`src/rtl/uart_fifo_pkg.sv`:
```
`timescale 1ns/1ps
package uart_fifo_pkg;
  localparam int FIFO_DEPTH = 16;
  localparam int DATA_W     = 8;
  localparam int REG_AW     = 3;
  localparam int REG_DW     = 8;

  localparam logic [REG_AW-1:0] ADDR_CTRL   = 3'd0;
  localparam logic [REG_AW-1:0] ADDR_SH_EN  = 3'd1;
  localparam logic [REG_AW-1:0] ADDR_SH_RXT = 3'd2;
  localparam logic [REG_AW-1:0] ADDR_SH_TXT = 3'd3;

  typedef struct packed {
    logic flush;
    logic txPush;
    logic txPop;
    logic rxPush;
    logic rxPop;
  } fifoStrobeT;

  // receive threshold: level must reach this value
  function automatic int rxThresholdOf(input logic [1:0] trig, input int depth);
    case (trig)
      2'b00:   return 1;
      2'b01:   return depth / 4;
      2'b10:   return depth / 2;
      default: return depth - 2;
    endcase
  endfunction

  // transmit threshold: level must be at or below this value
  function automatic int txThresholdOf(input logic [1:0] trig, input int depth);
    case (trig)
      2'b00:   return 0;
      2'b01:   return 2;
      2'b10:   return depth / 4;
      default: return depth / 2;
    endcase
  endfunction
endpackage

```
`src/rtl/uart_fifo_buf.sv`:
```
`timescale 1ns/1ps
module uart_fifo_buf #(
  parameter int WIDTH = 8,
  parameter int DEPTH = 16,
  parameter int LW    = $clog2(DEPTH + 1)
) (
  input  logic             clk,
  input  logic             rstN,
  input  logic             flush,
  input  logic             push,
  input  logic [WIDTH-1:0] pushData,
  input  logic             pop,
  output logic [WIDTH-1:0] popData,
  output logic [LW-1:0]    level,
  output logic             overrun
);
  localparam int AW = $clog2(DEPTH);

  logic [WIDTH-1:0] mem [DEPTH];
  logic [AW-1:0]    wrPtr, rdPtr;
  logic             doPush, doPop, overrunSet;

  function automatic logic [AW-1:0] nextPtr(input logic [AW-1:0] p);
    return (p == AW'(DEPTH - 1)) ? '0 : p + AW'(1);
  endfunction

  always_comb begin
    doPop      = pop && !flush && (level != '0);
    doPush     = push && !flush && ((level != LW'(DEPTH)) || doPop);
    overrunSet = push && !flush && !doPush;
  end

  always_ff @(posedge clk) begin
    if (doPush) mem[wrPtr] <= pushData;
  end

  always_ff @(posedge clk or negedge rstN) begin
    if (!rstN) begin
      wrPtr   <= '0;
      rdPtr   <= '0;
      level   <= '0;
      overrun <= 1'b0;
      popData <= '0;
    end else if (flush) begin
      wrPtr   <= '0;
      rdPtr   <= '0;
      level   <= '0;
      overrun <= 1'b0;
    end else begin
      if (doPush) wrPtr <= nextPtr(wrPtr);
      if (doPop) begin
        rdPtr   <= nextPtr(rdPtr);
        popData <= mem[rdPtr];
      end
      case ({doPush, doPop})
        2'b10:   level <= level + LW'(1);
        2'b01:   level <= level - LW'(1);
        default: level <= level;
      endcase
      if (overrunSet) overrun <= 1'b1;
    end
  end
endmodule

```
`src/rtl/uart_fifo_dp.sv`:
```
`timescale 1ns/1ps
module uart_fifo_dp import uart_fifo_pkg::*; #(
  parameter int DEPTH = FIFO_DEPTH,
  parameter int DW    = DATA_W,
  parameter int LW    = $clog2(DEPTH + 1)
) (
  input  logic          clk,
  input  logic          rstN,
  input  fifoStrobeT    strobe,
  input  logic [DW-1:0] txPushData,
  input  logic [DW-1:0] rxPushData,
  output logic [DW-1:0] txPopData,
  output logic [DW-1:0] rxPopData,
  output logic [LW-1:0] txLevel,
  output logic [LW-1:0] rxLevel,
  output logic          txOverrun,
  output logic          rxOverrun
);
  uart_fifo_buf #(.WIDTH(DW), .DEPTH(DEPTH), .LW(LW)) uTxBuf (
    .clk      (clk),
    .rstN     (rstN),
    .flush    (strobe.flush),
    .push     (strobe.txPush),
    .pushData (txPushData),
    .pop      (strobe.txPop),
    .popData  (txPopData),
    .level    (txLevel),
    .overrun  (txOverrun)
  );

  uart_fifo_buf #(.WIDTH(DW), .DEPTH(DEPTH), .LW(LW)) uRxBuf (
    .clk      (clk),
    .rstN     (rstN),
    .flush    (strobe.flush),
    .push     (strobe.rxPush),
    .pushData (rxPushData),
    .pop      (strobe.rxPop),
    .popData  (rxPopData),
    .level    (rxLevel),
    .overrun  (rxOverrun)
  );
endmodule

```
`src/rtl/uart_fifo_ctl.sv`:
```
`timescale 1ns/1ps
module uart_fifo_ctl import uart_fifo_pkg::*; #(
  parameter int DEPTH = FIFO_DEPTH,
  parameter int LW    = $clog2(DEPTH + 1)
) (
  input  logic              clk,
  input  logic              rstN,
  input  logic              regWrEn,
  input  logic [REG_AW-1:0] regAddr,
  input  logic [REG_DW-1:0] regWrData,
  output logic [REG_DW-1:0] regRdData,
  input  logic              txThrMode,
  input  logic              txPush,
  input  logic              txPop,
  input  logic              rxPush,
  input  logic              rxPop,
  input  logic [LW-1:0]     txLevel,
  input  logic [LW-1:0]     rxLevel,
  output fifoStrobeT        strobe,
  output logic              fifoEn,
  output logic              dmaMode,
  output logic [1:0]        rxTrig,
  output logic [1:0]        txTrig,
  output logic              rxAvailIrq,
  output logic              txEmptyIrq,
  output logic              rxDmaReqN
);
  logic       enNext, dmaNext;
  logic [1:0] rxTrigNext, txTrigNext;
  logic       rxHit, txHit;
  logic       unusedCtrlBits;

  assign unusedCtrlBits = ^{regWrData[2:1]};

  always_comb begin
    enNext     = fifoEn;
    dmaNext    = dmaMode;
    rxTrigNext = rxTrig;
    txTrigNext = txTrig;
    if (regWrEn) begin
      case (regAddr)
        ADDR_CTRL: begin
          enNext     = regWrData[0];
          dmaNext    = regWrData[3];
          txTrigNext = regWrData[5:4];
          rxTrigNext = regWrData[7:6];
        end
        ADDR_SH_EN:  enNext     = regWrData[0];
        ADDR_SH_RXT: rxTrigNext = regWrData[1:0];
        ADDR_SH_TXT: txTrigNext = regWrData[1:0];
        default: ;
      endcase
    end
  end

  always_ff @(posedge clk or negedge rstN) begin
    if (!rstN) begin
      fifoEn  <= 1'b0;
      dmaMode <= 1'b0;
      rxTrig  <= 2'b00;
      txTrig  <= 2'b00;
    end else begin
      fifoEn  <= enNext;
      dmaMode <= dmaNext;
      rxTrig  <= rxTrigNext;
      txTrig  <= txTrigNext;
    end
  end

  always_comb begin
    strobe.flush  = fifoEn && !enNext;
    strobe.txPush = txPush && fifoEn;
    strobe.rxPush = rxPush && fifoEn;
    strobe.txPop  = txPop;
    strobe.rxPop  = rxPop;
  end

  always_comb begin
    regRdData = '0;
    case (regAddr)
      ADDR_SH_EN:  regRdData[0]   = fifoEn;
      ADDR_SH_RXT: regRdData[1:0] = rxTrig;
      ADDR_SH_TXT: regRdData[1:0] = txTrig;
      default: ;
    endcase
  end

  always_comb begin
    rxHit      = int'(rxLevel) >= rxThresholdOf(rxTrig, DEPTH);
    txHit      = int'(txLevel) <= txThresholdOf(txTrig, DEPTH);
    rxAvailIrq = rxHit;
    txEmptyIrq = txThrMode && txHit;
    rxDmaReqN  = !(dmaMode && rxHit);
  end
endmodule

```
`src/rtl/uart_fifo_ctrl.sv`:
```
`timescale 1ns/1ps
module uart_fifo_ctrl import uart_fifo_pkg::*; #(
  parameter int DEPTH = FIFO_DEPTH,
  parameter int DW    = DATA_W,
  parameter int LW    = $clog2(DEPTH + 1)
) (
  input  logic              clk,
  input  logic              rstN,
  input  logic              regWrEn,
  input  logic [REG_AW-1:0] regAddr,
  input  logic [REG_DW-1:0] regWrData,
  output logic [REG_DW-1:0] regRdData,
  input  logic              txThrMode,
  input  logic              txPush,
  input  logic [DW-1:0]     txPushData,
  input  logic              txPop,
  output logic [DW-1:0]     txPopData,
  input  logic              rxPush,
  input  logic [DW-1:0]     rxPushData,
  input  logic              rxPop,
  output logic [DW-1:0]     rxPopData,
  output logic [LW-1:0]     txLevel,
  output logic [LW-1:0]     rxLevel,
  output logic              txOverrun,
  output logic              rxOverrun,
  output logic              rxAvailIrq,
  output logic              txEmptyIrq,
  output logic              rxDmaReqN
);
  fifoStrobeT strobe;
  logic       fifoEn, dmaMode;
  logic [1:0] rxTrig, txTrig;

  uart_fifo_ctl #(.DEPTH(DEPTH), .LW(LW)) uCtl (
    .clk        (clk),
    .rstN       (rstN),
    .regWrEn    (regWrEn),
    .regAddr    (regAddr),
    .regWrData  (regWrData),
    .regRdData  (regRdData),
    .txThrMode  (txThrMode),
    .txPush     (txPush),
    .txPop      (txPop),
    .rxPush     (rxPush),
    .rxPop      (rxPop),
    .txLevel    (txLevel),
    .rxLevel    (rxLevel),
    .strobe     (strobe),
    .fifoEn     (fifoEn),
    .dmaMode    (dmaMode),
    .rxTrig     (rxTrig),
    .txTrig     (txTrig),
    .rxAvailIrq (rxAvailIrq),
    .txEmptyIrq (txEmptyIrq),
    .rxDmaReqN  (rxDmaReqN)
  );

  uart_fifo_dp #(.DEPTH(DEPTH), .DW(DW), .LW(LW)) uDp (
    .clk        (clk),
    .rstN       (rstN),
    .strobe     (strobe),
    .txPushData (txPushData),
    .rxPushData (rxPushData),
    .txPopData  (txPopData),
    .rxPopData  (rxPopData),
    .txLevel    (txLevel),
    .rxLevel    (rxLevel),
    .txOverrun  (txOverrun),
    .rxOverrun  (rxOverrun)
  );
endmodule

```
`config.mk`:
```
export PLATFORM = sky130hd
export DESIGN_NAME = uart_fifo_ctrl
export DESIGN_NICKNAME = d
export VERILOG_FILES = /design/src/rtl/uart_fifo_pkg.sv /design/src/rtl/uart_fifo_buf.sv /design/src/rtl/uart_fifo_dp.sv /design/src/rtl/uart_fifo_ctl.sv /design/src/rtl/uart_fifo_ctrl.sv
export SDC_FILE = /design/constraint.sdc
export NUM_CORES = 1
export LEC_CHECK = 0
export BUFFER_PORTS_ARGS = -buffer_cell sky130_fd_sc_hd__buf_2
export CORE_MARGIN = 4
export CORE_UTILIZATION = 61
export CTS_CLUSTER_DIAMETER = 50
export DETAILED_ROUTE_END_ITERATION = 7
export PLACE_DENSITY = 0.8
export SYNTH_ARGS = -nofsm -noshare
export SYNTH_HDL_FRONTEND = slang
export SYNTH_SLANG_ARGS = --single-unit
```
`constraint.sdc`:
```
create_clock -name clk -period 3.2 [get_ports clk]
set_input_delay 0.32 -clock clk [delete_from_list [all_inputs] [get_ports clk]]
set_output_delay 0.32 -clock clk [all_outputs]
set_load 0.03 [all_outputs]
```
-- After elaboration in Yosys (flattened, before gate mapping)
Memory sizes are Yosys's and may differ from the RTL's. A register that Yosys moved wholly into a read port is not among the register bits.
Index checks and enable logic that the tools add are counted.
- add/subtract/negate cells: 8
- magnitude comparators: 2
- eq/ne operators: 17
- multiplexer cells: 32
- bitwise logic cells: 1
- reductions and logical operators: 45
- operator list (cell ; number):
    $mux W4 ; 12
    $pmux W4 S3 ; 2
    $pmux W5 S2 ; 2
    $add A4 B1 Y4 const B ; 4
    $eq A4 B4 Y1 const B ; 4
    $reduce_bool A2 Y1 ; 8
    $logic_and A1 B1 Y1 ; 15
    $add A5 B1 Y5 const B ; 2
    $mux W1 ; 10
    $mux W5 ; 2
    $ne A5 B5 Y1 const B ; 2
    $reduce_and A2 Y1 ; 5
    $reduce_bool A5 Y1 ; 2
    $sub A5 B1 Y5 const B ; 2
    $eq A2 B1 Y1 const B ; 4
    $eq A2 B2 Y1 const B ; 4
    $pmux W2 S2 ; 2
    $logic_not A1 Y1 ; 7
    $eq A3 B2 Y1 const B ; 2
    $reduce_bool A3 Y1 ; 2
    $ge A5 B4 Y1 ; 1
    $le A5 B4 Y1 ; 1
    $logic_not A2 Y1 ; 2
    $eq A3 B1 Y1 const B ; 1
    other kinds (6) ; 7
- flip-flop bits (word level): 34
- memory bits (writable): 256
- input bits: 35
- output and inout port bits: 39
- logic and storage cells: 119
- memories kept: 2
- memory list (name ; depth ; width ; rd ports ; clocked after Yosys merged registers in ; wr ports ; RTL line ; RTL):
    uDp.uRxBuf.mem ; 16 ; 8 ; 1 ; 1 ; 1 ; uart_fifo_buf.sv:19 ; logic [WIDTH-1:0] mem [DEPTH];
    uDp.uTxBuf.mem ; 16 ; 8 ; 1 ; 1 ; 1 ; uart_fifo_buf.sv:19 ;

-- Depth between registers and ports, before layout
Gate-level depths: netlist of the first run.
- word-level depth: 15
- gate-level depth with buffers: 12

-- By module
A second synthesis of the first run with hierarchy kept.
- cells, all modules: 749
- area, all modules: 13006.2 um^2
- by module, submodules not included (module ; times used ; cells an instance ; area each (um^2) ; seq. area each (um^2)):
    uart_fifo_buf at uDp.uTxBuf ; 1 ; 335 ; 6218.5 ; 4394.2
    uart_fifo_buf at uDp.uRxBuf ; 1 ; 338 ; 6147.1 ; 4394.2
    uart_fifo_ctl ; 1 ; 76 ; 640.6 ; 150.1

-- Worst setup path after synthesis of the first run
OpenSTA, ideal clock, no wires.
- path type: reg2reg
- start: register uDp.uTxBuf.level[0]
- end: register uDp.uTxBuf.level[4]
- setup time: 0.125 ns
- arrival time: 2.936 ns
- path slack: 0.140 ns
- stages on the path, launching flop included: 12
- buffers on the path: 1
- cell sequence: dfrtp_1 or4_1 clkbuf_1 o21a_1 nand3_1 inv_1 ha_1 nand2b_1 o2bb2ai_1 or4b_1 a41oi_1 nand2_1
- longest elaborated chain between the ends: 7
- elaborated cells between the ends (all ways): 12
- RTL lines (item ; RTL line ; RTL):
    start: declaration ; uart_fifo_buf.sv:14 ; output logic [LW-1:0] level,
    start signal: assignment ; uart_fifo_buf.sv:56 ; 2'b10: level <= level + LW'(1);
    start signal: assignment ; uart_fifo_buf.sv:57 ; 2'b01: level <= level - LW'(1);
    start signal: assignment ; uart_fifo_buf.sv:58 ; default: level <= level;
    $reduce_bool A5 Y1 ; uart_fifo_buf.sv:28 ; doPop = pop && !flush && (level != '0);
    $logic_and A1 B1 Y1 ; uart_fifo_buf.sv:28 ;
    $logic_or A1 B1 Y1 ; uart_fifo_buf.sv:29 ; doPush = push && !flush && ((level != LW'(DEPTH)) || doPop);
    $logic_and A1 B1 Y1 ; uart_fifo_buf.sv:29 ;
    $eq A2 B1 Y1 / $eq A2 B2 Y1 (equally long branches) ; uart_fifo_buf.sv:55 ; case ({doPush, doPop})
    $pmux W5 S2 ; uart_fifo_buf.sv:55 ;
    $mux W5 ; uart_fifo_buf.sv:44 ; end else if (flush) begin
Several ways; a longest one is shown, not always the timed one.
A chain may end at the register's enable or synchronous reset.

-- Worst setup path in the final report of the first run
- start: register uDp.uRxBuf.level[1]
- end: register uDp.uRxBuf.level[4]
- longest elaborated chain between the ends: 7
- elaborated cells between the ends (all ways): 12
- RTL lines (item ; RTL line):
    start: declaration ; uart_fifo_buf.sv:14
    start signal: assignment ; uart_fifo_buf.sv:56
    start signal: assignment ; uart_fifo_buf.sv:57
    start signal: assignment ; uart_fifo_buf.sv:58
    $reduce_bool A5 Y1 ; uart_fifo_buf.sv:28
    $logic_and A1 B1 Y1 ; uart_fifo_buf.sv:28
    $logic_or A1 B1 Y1 ; uart_fifo_buf.sv:29
    $logic_and A1 B1 Y1 ; uart_fifo_buf.sv:29
    $eq A2 B1 Y1 / $eq A2 B2 Y1 (equally long branches) ; uart_fifo_buf.sv:55
    $pmux W5 S2 ; uart_fifo_buf.sv:55
    $mux W5 ; uart_fifo_buf.sv:44
Several ways; a longest one is shown, not always the timed one.

==> flow_metrics.env, run 1 <==
export IMPL_outcome="complete, no violations"
export IMPL_grt_max_degree=38
export IMPL_arrival_ns=3.52
export IMPL_syn_inst=752
export IMPL_ant_nets=0
export IMPL_overflow=0
export IMPL_cts_setup_buffers=0
export IMPL_tns_ns=0
export IMPL_ys_seq_area_share_pct=68.7
export IMPL_synth_edf_count=256
export IMPL_clk_insertion_delay_late_ns=0.54
export IMPL_ctsHoldBuffers=2
export IMPL_grt_setup_unrepaired="no"
export IMPL_crit_type="register to register"
export IMPL_die_area_um2=23700
export IMPL_die_y_um=154
export IMPL_dr_total_vias=7088
export IMPL_timing_final_crit_share_pct=95.1
export IMPL_fmax_ghz=0.328
export IMPL_htree_levels=1
export IMPL_place_detailed_hpwl_um=17200
export IMPL_hold_path_depth=3
export IMPL_drt_wl_total_um=26600
export IMPL_drive_gt1_share_pct=23.4
export IMPL_start_util_pct=61.9
export IMPL_layoutNonFillerInstCount=1129
export IMPL_critPathBufInv=1
export IMPL_async_flop_share_pct=16.3
export IMPL_setup_viol=0
export IMPL_crit_required_ns=3.68
export IMPL_clock_sinks=306
export IMPL_synth_warning_count=0
export IMPL_slew_headroom_pct=20.9
export IMPL_gp_congestion=0.859
export IMPL_cp_top_family="simple AND/OR/NAND/NOR gates"
export IMPL_fp_coreArea_um2=21000
export IMPL_placed_cell_area_um2=13600
export IMPL_place_ws_ns=0.133
export IMPL_worst_slew_pin_slew_ns=1.19
export IMPL_peakVddDrop_v=0.000509
export IMPL_power_density_nw_per_um2=857
export IMPL_slew_violations=0
export IMPL_crit_chain="or4_4 > o21ai_0 > nor2_1 > nand2_1 > inv_1 > ha_1 > nand2b_1 > a21oi_1 > nand3_1 > a211o_1 > nand3_1"
export IMPL_cts_root_buf="clkbuf_16"
export IMPL_port_buffers=66
export IMPL_grtUsageTotal_pct=22.6
export IMPL_dp_cells=1071
export IMPL_yosysUniqueCellTypes=60
export IMPL_cts_buffers=30
export IMPL_min_period_ns=3.04
export IMPL_cpMostUsedCell="nand3_1"
export IMPL_area_delta_synth_final_pct=12.1
export IMPL_firstDrtPassIters=5
export IMPL_crit_fanout=7
export IMPL_final_nets=890
export IMPL_clk_pin_slew_ns=0.06
export IMPL_hold_ws_ns=0.0938
export IMPL_synth_seq_cells=306
export IMPL_ff2ff_path_depth=11
export IMPL_cpPeakStageDelay_ns=0.60
export IMPL_end_kind="register"
export IMPL_clockBufferDepth=3
export IMPL_antenna_found_initial=0
export IMPL_clock_skew_ns=0.00877
export IMPL_final_common_cell="edfxtp_1"
export IMPL_grt_pass1_wl_um=41500
export IMPL_drtIter0Drc=544
export IMPL_die_w_um=154
export IMPL_synth_area_per_cell_um2=17.3
export IMPL_cp_slowest_cell="or4_4"
export IMPL_finish_instance_area_um2=14600
export IMPL_insertedDiodeCount=0
export IMPL_post_route_drc_count=0
export IMPL_synthFlopType="edfxtp_1"
export IMPL_leakage_nw=5.22
export IMPL_wire_per_inst_um=23.6
export IMPL_setup_ws_ns=0.155
export IMPL_final_util_pct=69.4
export IMPL_drv_cap=0
export IMPL_layout_common_cells="256 x edfxtp_1, 66 x buf_2, 55 x mux4_2, 48 x dfrtp_1, 44 x nand2_1"
export IMPL_total_power_mw=12.5
export IMPL_cts_resized=0
export IMPL_synth_area_um2=13000
export IMPL_hp_class="input pin to register"
export IMPL_grt_pass1_vias=7266
export IMPL_final_hold_violation_count=0
export IMPL_path_depth=11
export IMPL_io_pins=74
export IMPL_cts_tree="yes"
export IMPL_setup_worst_path_start_class="register"
export IMPL_viasPerCell=6.28
export IMPL_core_rowCount=53
==> cell usage after synthesis, drive strengths merged (4+ instances only) <==
library cell  count  area, um^2
mux2             11         124
nor3             14        70.1
nand4             5        31.3
a21oi            17        85.1
nand2            44         165
nand2b            8        50.1
o21ai            11        55.1
nor2             36         135
nand3            16        80.1
a311oi            4        41.3
and3              9        56.3
xnor2             5        43.8
a21o              6        45.0
buf              22         165
mux2i            33         343
xor2              4        35.0
dfrtp            50        1250
ha               23         288
and2             19         119
a221o             8        80.1
mux4             64        1480
inv              21        78.8
o221ai           10         105
edfxtp          256        7690
clkbuf           20        76.3
==> report_power, final <==
part / internal, mW / switching, mW / total, mW
logic: 1.69 / 1.96 / 3.65
clock network: 2.04 / 1.44 / 3.47
registers: 4.74 / 0.640 / 5.38
total: 8.46 / 4.04 / 12.5
==> state kept, by name, summed over array words and instances, names as in the netlist, 2 cells and up <==
signal	count
uDp.uTxBuf.rdPtr	4
uDp.uTxBuf.level	5
uCtl.txTrig	2
uCtl.rxTrig	2
uDp.uRxBuf.rdPtr	4
uDp.uRxBuf.wrPtr	4
uDp.uTxBuf.wrPtr	4
uDp.uTxBuf.popData	8
uDp.uTxBuf.mem	128
uDp.uRxBuf.level	5
uDp.uRxBuf.mem	128
uDp.uRxBuf.popData	8
==> kinds of logic after synthesis <==
logic type               Yosys count  synth area share, %
AO/OA/AOI/OAI                     73                 4.24
XOR/XNOR                           9                0.606
adder cells (fa/ha/maj)           25                 2.52
buffers and inverters             63                 2.46
flip-flops                       306                 68.7
multiplexers                     108                 14.9
other                              1               0.0288
AND/OR/NAND/NOR                  167                 6.56
==> area by class of cell <==
class / count / area [um^2]
clock inverter: 18 / 174
multi-input combinational: 388 / 3780
tap: 275 / 344
clock buffer: 38 / 812
timing repair buffer: 83 / 463
fill: 1280 / 6430
sequential: 306 / 8940
inverter: 21 / 78.8
==> worst register-to-register path, cell delays in order (launching register included) <==
cell and delay [ns]:
dfrtp_1 0.46, or4_4 0.60, o21ai_0 0.39, nor2_1 0.14
nand2_1 0.13, inv_1 0.08, ha_1 0.32, nand2b_1 0.10
a21oi_1 0.23, nand3_1 0.15, a211o_1 0.30, nand3_1 0.08
==> routing by layer <==
layer,GRT usage (%),wire [um],share of wire [%],vias to the layer above
li1,-,-,-,3118
met1,28.5,9930,37,3677
met2,41.6,14500,55,237
met3,2.84,1370,5.2,56
met4,6.06,739,2.8,0
met5,0,0,0,-
==> final timing paths <==
path / from / end / slack, ns
worst max register to register: uDp.uRxBuf.level[1] / uDp.uRxBuf.level[4] / 0.16
max in group asynchronous: rstN / uCtl.rxTrig[1] / 1.96
min in group asynchronous: rstN / uDp.uRxBuf.popData[0] / 0.46
worst min register to register: uDp.uTxBuf.popData[4] / uDp.uTxBuf.popData[4] / 0.50
worst min-delay path: regWrData[5] / uCtl.txTrig[1] / 0.09
worst max-delay path: uDp.uRxBuf.level[1] / uDp.uRxBuf.level[4] / 0.16
No activity file was read; power rests on OpenSTA's default activity.
==> run 2: changes to the inputs <==
- BUFFER_PORTS_ARGS: -buffer_cell sky130_fd_sc_hd__buf_2 -> -buffer_cell sky130_fd_sc_hd__buf_4
- SYNTH_HIERARCHICAL: default -> 1
==> run 2 against run 1 <==
  * First-iteration DRC count is 4.8% lower
  * Register-to-register slack better by 0.36 ns
  * Final cell count shrank 0.71%
  * Clock power is essentially flat
  * Die area hardly changed
  * Combinational power increased by 4%
  * Via count decreased by 0.76%
  * Fmax increased by 14%
  * Cell area is 0.84% higher
  * Largest power group unchanged
==> flow_metrics.env, run 2 <==
export IMPL_outcome="complete, no violations"
export IMPL_synth_area_top_cells="edfxtp_1 59%, dfrtp_1 9.6%, mux4_2 9.5%"
export IMPL_die_y_um=154
export IMPL_power_density_nw_per_um2=862
export IMPL_cpMostUsedCell="and2_1"
export IMPL_total_power_mw=12.7
export IMPL_crit_required_ns=3.37
export IMPL_cts_resized=0
export IMPL_cpPeakStageDelay_ns=0.56
export IMPL_peakVddDrop_v=0.000511
export IMPL_cts_buffers=31
export IMPL_grt_pass1_vias=7285
export IMPL_setup_viol=0
export IMPL_cts_root_buf="clkbuf_16"
export IMPL_leakage_nw=5.24
export IMPL_yosys_area_top_type="edfxtp_1"
export IMPL_hp_class="input pin to register"
export IMPL_synth_area_um2=13000
export IMPL_async_flop_share_pct=16.3
export IMPL_start_util_pct=61.9
export IMPL_post_route_drc_count=0
export IMPL_grtUsageTotal_pct=22.1
export IMPL_end_kind="register"
export IMPL_synthFlopType="edfxtp_1"
export IMPL_wire_per_inst_um=23.4
export IMPL_grt_max_degree=51
export IMPL_firstDrtPassIters=7
export IMPL_gp_congestion=0.861
export IMPL_reg2reg_setup_slack_ns=0.52
export IMPL_r2r_start="uCtl/fifoEn"
export IMPL_synth_area_per_cell_um2=17.4
export IMPL_place_detailed_hpwl_um=17000
export IMPL_cp_top_family="simple AND/OR/NAND/NOR gates"
export IMPL_ff2ff_path_depth=5
export IMPL_min_period_ns=2.68
export IMPL_ys_seq_area_share_pct=68.7
export IMPL_crit_fanout=9
export IMPL_synth_edf_count=256
export IMPL_grt_pass1_wl_um=41000
export IMPL_fill_cells=1278
export IMPL_drtIter0Drc=518
export IMPL_slew_headroom_pct=42.9
export IMPL_final_nets=881
export IMPL_synth_warning_count=6
export IMPL_syn_inst=749
export IMPL_synth_seq_cells=306
export IMPL_area_delta_synth_final_pct=13.1
export IMPL_die_w_um=154
export IMPL_clockBufferDepth=3
export IMPL_port_buffers=66
export IMPL_overflow=0
export IMPL_cp_slowest_cell="and2_1"
export IMPL_io_pins=74
export IMPL_final_common_cell="edfxtp_1"
export IMPL_synth_most_common_cell="edfxtp_1"
export IMPL_endpoint="uDp/uTxBuf/mem[0][5]"
export IMPL_regArea_um2=8940
export IMPL_crit_chain="and2_1 > inv_1 > a311oi_2 > nor3b_1 > and2_1"
export IMPL_top_regs="uDp/uRxBuf/mem: 128 flops, uDp/uTxBuf/mem: 128 flops"
export IMPL_startpoint="uCtl/fifoEn"
export IMPL_drt_wl_total_um=26200
export IMPL_path_depth=5
export IMPL_fmax_ghz=0.373
export IMPL_cts_tree="yes"
export IMPL_ys_top_cells_by_count="256 x edfxtp_1, 55 x mux4_2, 50 x dfrtp_1"
export IMPL_cts_setup_buffers=0
export IMPL_die_area_um2=23700
export IMPL_dr_total_vias=7034
export IMPL_multi_input_comb_area_um2=3750
export IMPL_arrival_ns=2.85
export IMPL_final_hold_violation_count=0
export IMPL_timing_rr_end="uDp/uTxBuf/mem[0][5]"
export IMPL_setup_worst_path_start_class="register"
export IMPL_tns_ns=0
export IMPL_yosysUniqueCellTypes=59
export IMPL_drive_gt1_share_pct=25.5
export IMPL_ant_nets=0
export IMPL_clock_sinks=306
export IMPL_clk_insertion_delay_late_ns=0.55
export IMPL_core_rowCount=53
export IMPL_worst_slew_pin_slew_ns=0.856
export IMPL_critPathBufInv=1
export IMPL_clk_pin_slew_ns=0.06
export IMPL_crit_type="register to register"
export IMPL_timing_final_crit_share_pct=83.8
export IMPL_drv_cap=0
export IMPL_htree_levels=1
export IMPL_layout_common_cells="256 x edfxtp_1, 76 x buf_4, 55 x mux4_2, 48 x dfrtp_1, 37 x a21oi_1"
export IMPL_grt_setup_unrepaired="no"
export IMPL_clock_skew_ns=0.0203
export IMPL_slew_violations=0
export IMPL_fp_coreArea_um2=21000
export IMPL_viasPerCell=6.27
export IMPL_antenna_found_initial=0
export IMPL_yosys_area_top_type_share_pct=59.1
export IMPL_insertedDiodeCount=0
-- run 2: per-stage QoR --
step           setup WS [ns]  cell area, um^2  hold WS [ns]  util [%]  instances
6_report               0.520            14700        0.0583      70.0       1121
3_3_place_gp           0.439            13700         0.402      65.2       1061
3_5_place_dp           0.369            13700         0.411      65.2       1061
2_1_floorplan         0.0246            13000        0.0244         -        754
5_1_grt                0.417            14700        0.0506      70.0       1121
4_1_cts                0.549            14700        0.0300      70.0       1121
-- run 2: cell families (layout without fill, tap and decap cells) --
group / Yosys count / after routing / share of synthesized area [%]
AO/OA/AOI/OAI: 96 / 96 / 4.57
XOR/XNOR: 11 / 11 / 0.741
adder cells (fa/ha/maj): 25 / 25 / 2.52
buffers and inverters: 64 / 156 / 2.61
flip-flops: 306 / 306 / 68.7
multiplexers: 99 / 99 / 14.2
other: 1 / 6 / 0.0288
AND/OR/NAND/NOR: 147 / 147 / 6.59
-- run 2: timing repair --
item	CTS	global route
hold buffers	2	0
hold endpoints to repair	51	0
setup endpoints to repair	0	0
-- run 2: cell type report --
cell class              instances  share of cell area (%)
clock inverters                10                   0.621
repair buffers                 79                    4.15
inverters                      19                   0.485
clock buffers                  48                    6.11
multi-input cells             384                    25.5
well taps                     275                    2.34
flip-flops and latches        306                    60.8
-- run 2: report_power, final --
group          internal [mW]  switching (mW)  leakage [nW]
sequential              4.76           0.696          2.89
combinational           1.81            1.97          1.87
clock                   2.02            1.43         0.481
-- run 2: worst min-delay path by stage --
| stage | end | cells after the start | from |
|---|---|---|---|
| 6_report | uDp/uRxBuf/level[4] | 3 | rxPop |
| 5_1_grt | uCtl/fifoEn | 2 | regWrData[0] |
| 4_1_cts | uDp/uRxBuf/level[4] | 3 | rxPop |
| 3_5_place_dp | uDp/uRxBuf/popData[1] | 1 | rstN |
| 3_3_place_gp | uDp/uRxBuf/popData[1] | 1 | rstN |
| 2_1_floorplan | uCtl/dmaMode | 0 | rstN |
-- run 2: metal layers --
| layer | routed length, um | global-route usage (%) |
|---|---|---|
| met5 | 0 | 0 |
| met4 | 423 | 4.84 |
| met3 | 1490 | 3.29 |
| met2 | 14100 | 39.3 |
| met1 | 10200 | 29.4 |
-- run 2: worst reg2reg max path, delay by kind of cell (launching register included) --
| kind | cells | cell delay, ns |
|---|---|---|
| AND/OR/NAND/NOR | 3 | 1.45 |
| flip-flops | 1 | 0.40 |
| AO/OA/AOI/OAI | 1 | 0.36 |
| buffers and inverters | 1 | 0.12 |
==> run 3: changes to the inputs <==
- CORE_UTILIZATION: 61 -> 55
- PLACE_DENSITY: 0.8 -> 0.76
- clock period: 3.2 -> 2.3 ns (I/O delays scaled with it)
==> run 3 against run 2 <==
  * Routed wire length is 1.4% lower
  * Flip-flop and latch count stayed put
  * Clock-buffer cell count is 1 lower
  * Sequential share of layout area is 2.8 points lower
==> flow_metrics.env, run 3 (synthesized netlist as in run 2, its figures left out) <==
export IMPL_clock_skew_ns=0.0132
export IMPL_cts_buffers=34
export IMPL_grt_pass1_wl_um=40700
export IMPL_setup_worst_path_start_class="register"
export IMPL_viasPerCell=5.81
export IMPL_drv_cap=0
export IMPL_htree_levels=2
export IMPL_layout_common_cells="256 x edfxtp_1, 100 x buf_4, 55 x mux4_2, 38 x dfrtp_1, 35 x clkbuf_16"
export IMPL_power_density_nw_per_um2=1210
export IMPL_port_buffers=66
export IMPL_total_power_mw=18.6
export IMPL_overflow=0
export IMPL_timing_final_crit_share_pct=97.3
export IMPL_crit_fanout=3
export IMPL_clk_pin_slew_ns=0.06
export IMPL_final_util_pct=66.0
export IMPL_end_kind="register"
export IMPL_swShare_pct=31.8
export IMPL_start_util_pct=55.6
export IMPL_peakVddDrop_v=0.000752
export IMPL_setup_ws_ns=0.0618
export IMPL_slew_violations=0
export IMPL_dr_total_vias=6990
export IMPL_grt_setup_unrepaired="yes"
export IMPL_grt_max_degree=51
export IMPL_outcome="complete, no violations"
export IMPL_cts_root_buf="clkbuf_16"
export IMPL_grtUsageTotal_pct=20.0
export IMPL_clockBufferDepth=3
export IMPL_slew_headroom_pct=40.0
export IMPL_die_area_um2=26200
export IMPL_min_period_ns=2.24
export IMPL_die_y_um=162
export IMPL_post_route_drc_count=0
export IMPL_insertedDiodeCount=0
export IMPL_pwr_share_seq_pct=38.8
export IMPL_fmax_ghz=0.447
export IMPL_cts_tree="yes"
export IMPL_arrival_ns=2.61
export IMPL_cellInternalPower_mw=12.7
export IMPL_area_delta_synth_final_pct=18.7
export IMPL_antenna_found_initial=0
export IMPL_ant_nets=0
export IMPL_crit_required_ns=2.67
export IMPL_final_common_cell="edfxtp_1"
export IMPL_leakage_nw=5.52
export IMPL_place_ws_ns=-0.0606
export IMPL_dp_cells=1139
export IMPL_tns_ns=0
export IMPL_top_regs="uDp/uRxBuf/mem: 128 flops, uDp/uTxBuf/mem: 128 flops"
export IMPL_finish_instance_area_um2=15400
export IMPL_hold_ws_ns=0.0301
export IMPL_layoutNonFillerInstCount=1203
export IMPL_die_w_um=162
export IMPL_grt_pass1_vias=7331
export IMPL_drtIter0Drc=589
export IMPL_placed_cell_area_um2=14200
export IMPL_firstDrtPassIters=7
export IMPL_comb_power_share_pct=33.5
export IMPL_clock_sinks=306
export IMPL_use_met3_pct=3.55
export IMPL_wire_per_inst_um=21.5
export IMPL_fp_coreArea_um2=23400
export IMPL_clock_power_share_pct=27.7
export IMPL_setup_viol=0
export IMPL_gr_usage_met1_pct=26.9
export IMPL_final_hold_violation_count=0
export IMPL_grt_busiest_layer="met2"
export IMPL_place_detailed_hpwl_um=17000
export IMPL_final_nets=919
export IMPL_netSwitchingPower_mw=5.92
export IMPL_hp_class="input pin to register"
export IMPL_crit_type="register to register"
export IMPL_clk_insertion_delay_late_ns=0.50
export IMPL_gp_congestion=0.819
export IMPL_worst_slew_pin_slew_ns=0.900
export IMPL_use_met2_pct=34.2
export IMPL_io_pins=74
export IMPL_drive_gt1_share_pct=34.3
export IMPL_drt_wl_total_um=25900
export IMPL_core_rowCount=56
-- run 3: changes by cell type in the layout (fill, tap and decap cells not counted), sizes merged --
cell	change
clkbuf	-1
buf	+35
clkinv	+3
clkinvlp	+1
-- run 3: power by group through the flow --
stage,combinational [mW],clock [mW],sequential (mW)
global placement,5.84,0,7.27
floorplan,3.80,0,7.63
finish,6.23,5.15,7.23
detailed placement,6.05,0,7.32
CTS,6.13,5.28,7.22
global route,6.73,5.55,7.30
-- run 3: cell type report --
class / count / area [um^2]
clock buffer: 47 / 971
tap: 319 / 399
multi-input combinational: 384 / 3950
clock inverter: 14 / 116
timing repair buffer: 114 / 976
inverter: 19 / 73.8
fill: 1603 / 7960
sequential: 306 / 8950
-- run 3: final timing paths --
path                              start             endpoint  slack [ns]  depth (start not counted)
min in group asynchronous          rstN  uDp/uRxBuf/rdPtr[2]        0.31                          2
setup reg to reg            uCtl/fifoEn  uDp/uRxBuf/level[4]        0.06                         10
max in group asynchronous          rstN  uDp/uTxBuf/level[1]        1.44                          2
setup / recovery            uCtl/fifoEn  uDp/uRxBuf/level[4]        0.06                         10
hold / removal                    rxPop  uDp/uRxBuf/level[4]        0.03                          3
hold reg to reg            uCtl/dmaMode         uCtl/dmaMode        0.51                          1
-- run 3: critical path, stage by stage, from the launching register on --
cell	delay [ns]
dfrtp_1	0.37
nor4b_4	0.13
nand2b_1	0.15
a21oi_2	0.18
nand2b_4	0.09
fa_1	0.38
nand2b_1	0.17
a21oi_2	0.17
mux2_2	0.35
nand2_1	0.07
a21oi_1	0.06
-- run 3: what timing repair did --
action / in CTS / in global routing
hold buffers: 2 / 0
setup endpoints to repair: 58 / 95
pin swaps: 3 / 3
hold endpoints to repair: 51 / 0
gates resized for setup: 12 / 22
setup buffers: 1 / 0
-- run 3: metal layers --
layer | part of all wire (%) | up-vias
li1 | - | 3159
met1 | 40 | 3593
met2 | 53 | 200
met3 | 5.4 | 38
met4 | 2.1 | 0
met5 | 0 | -
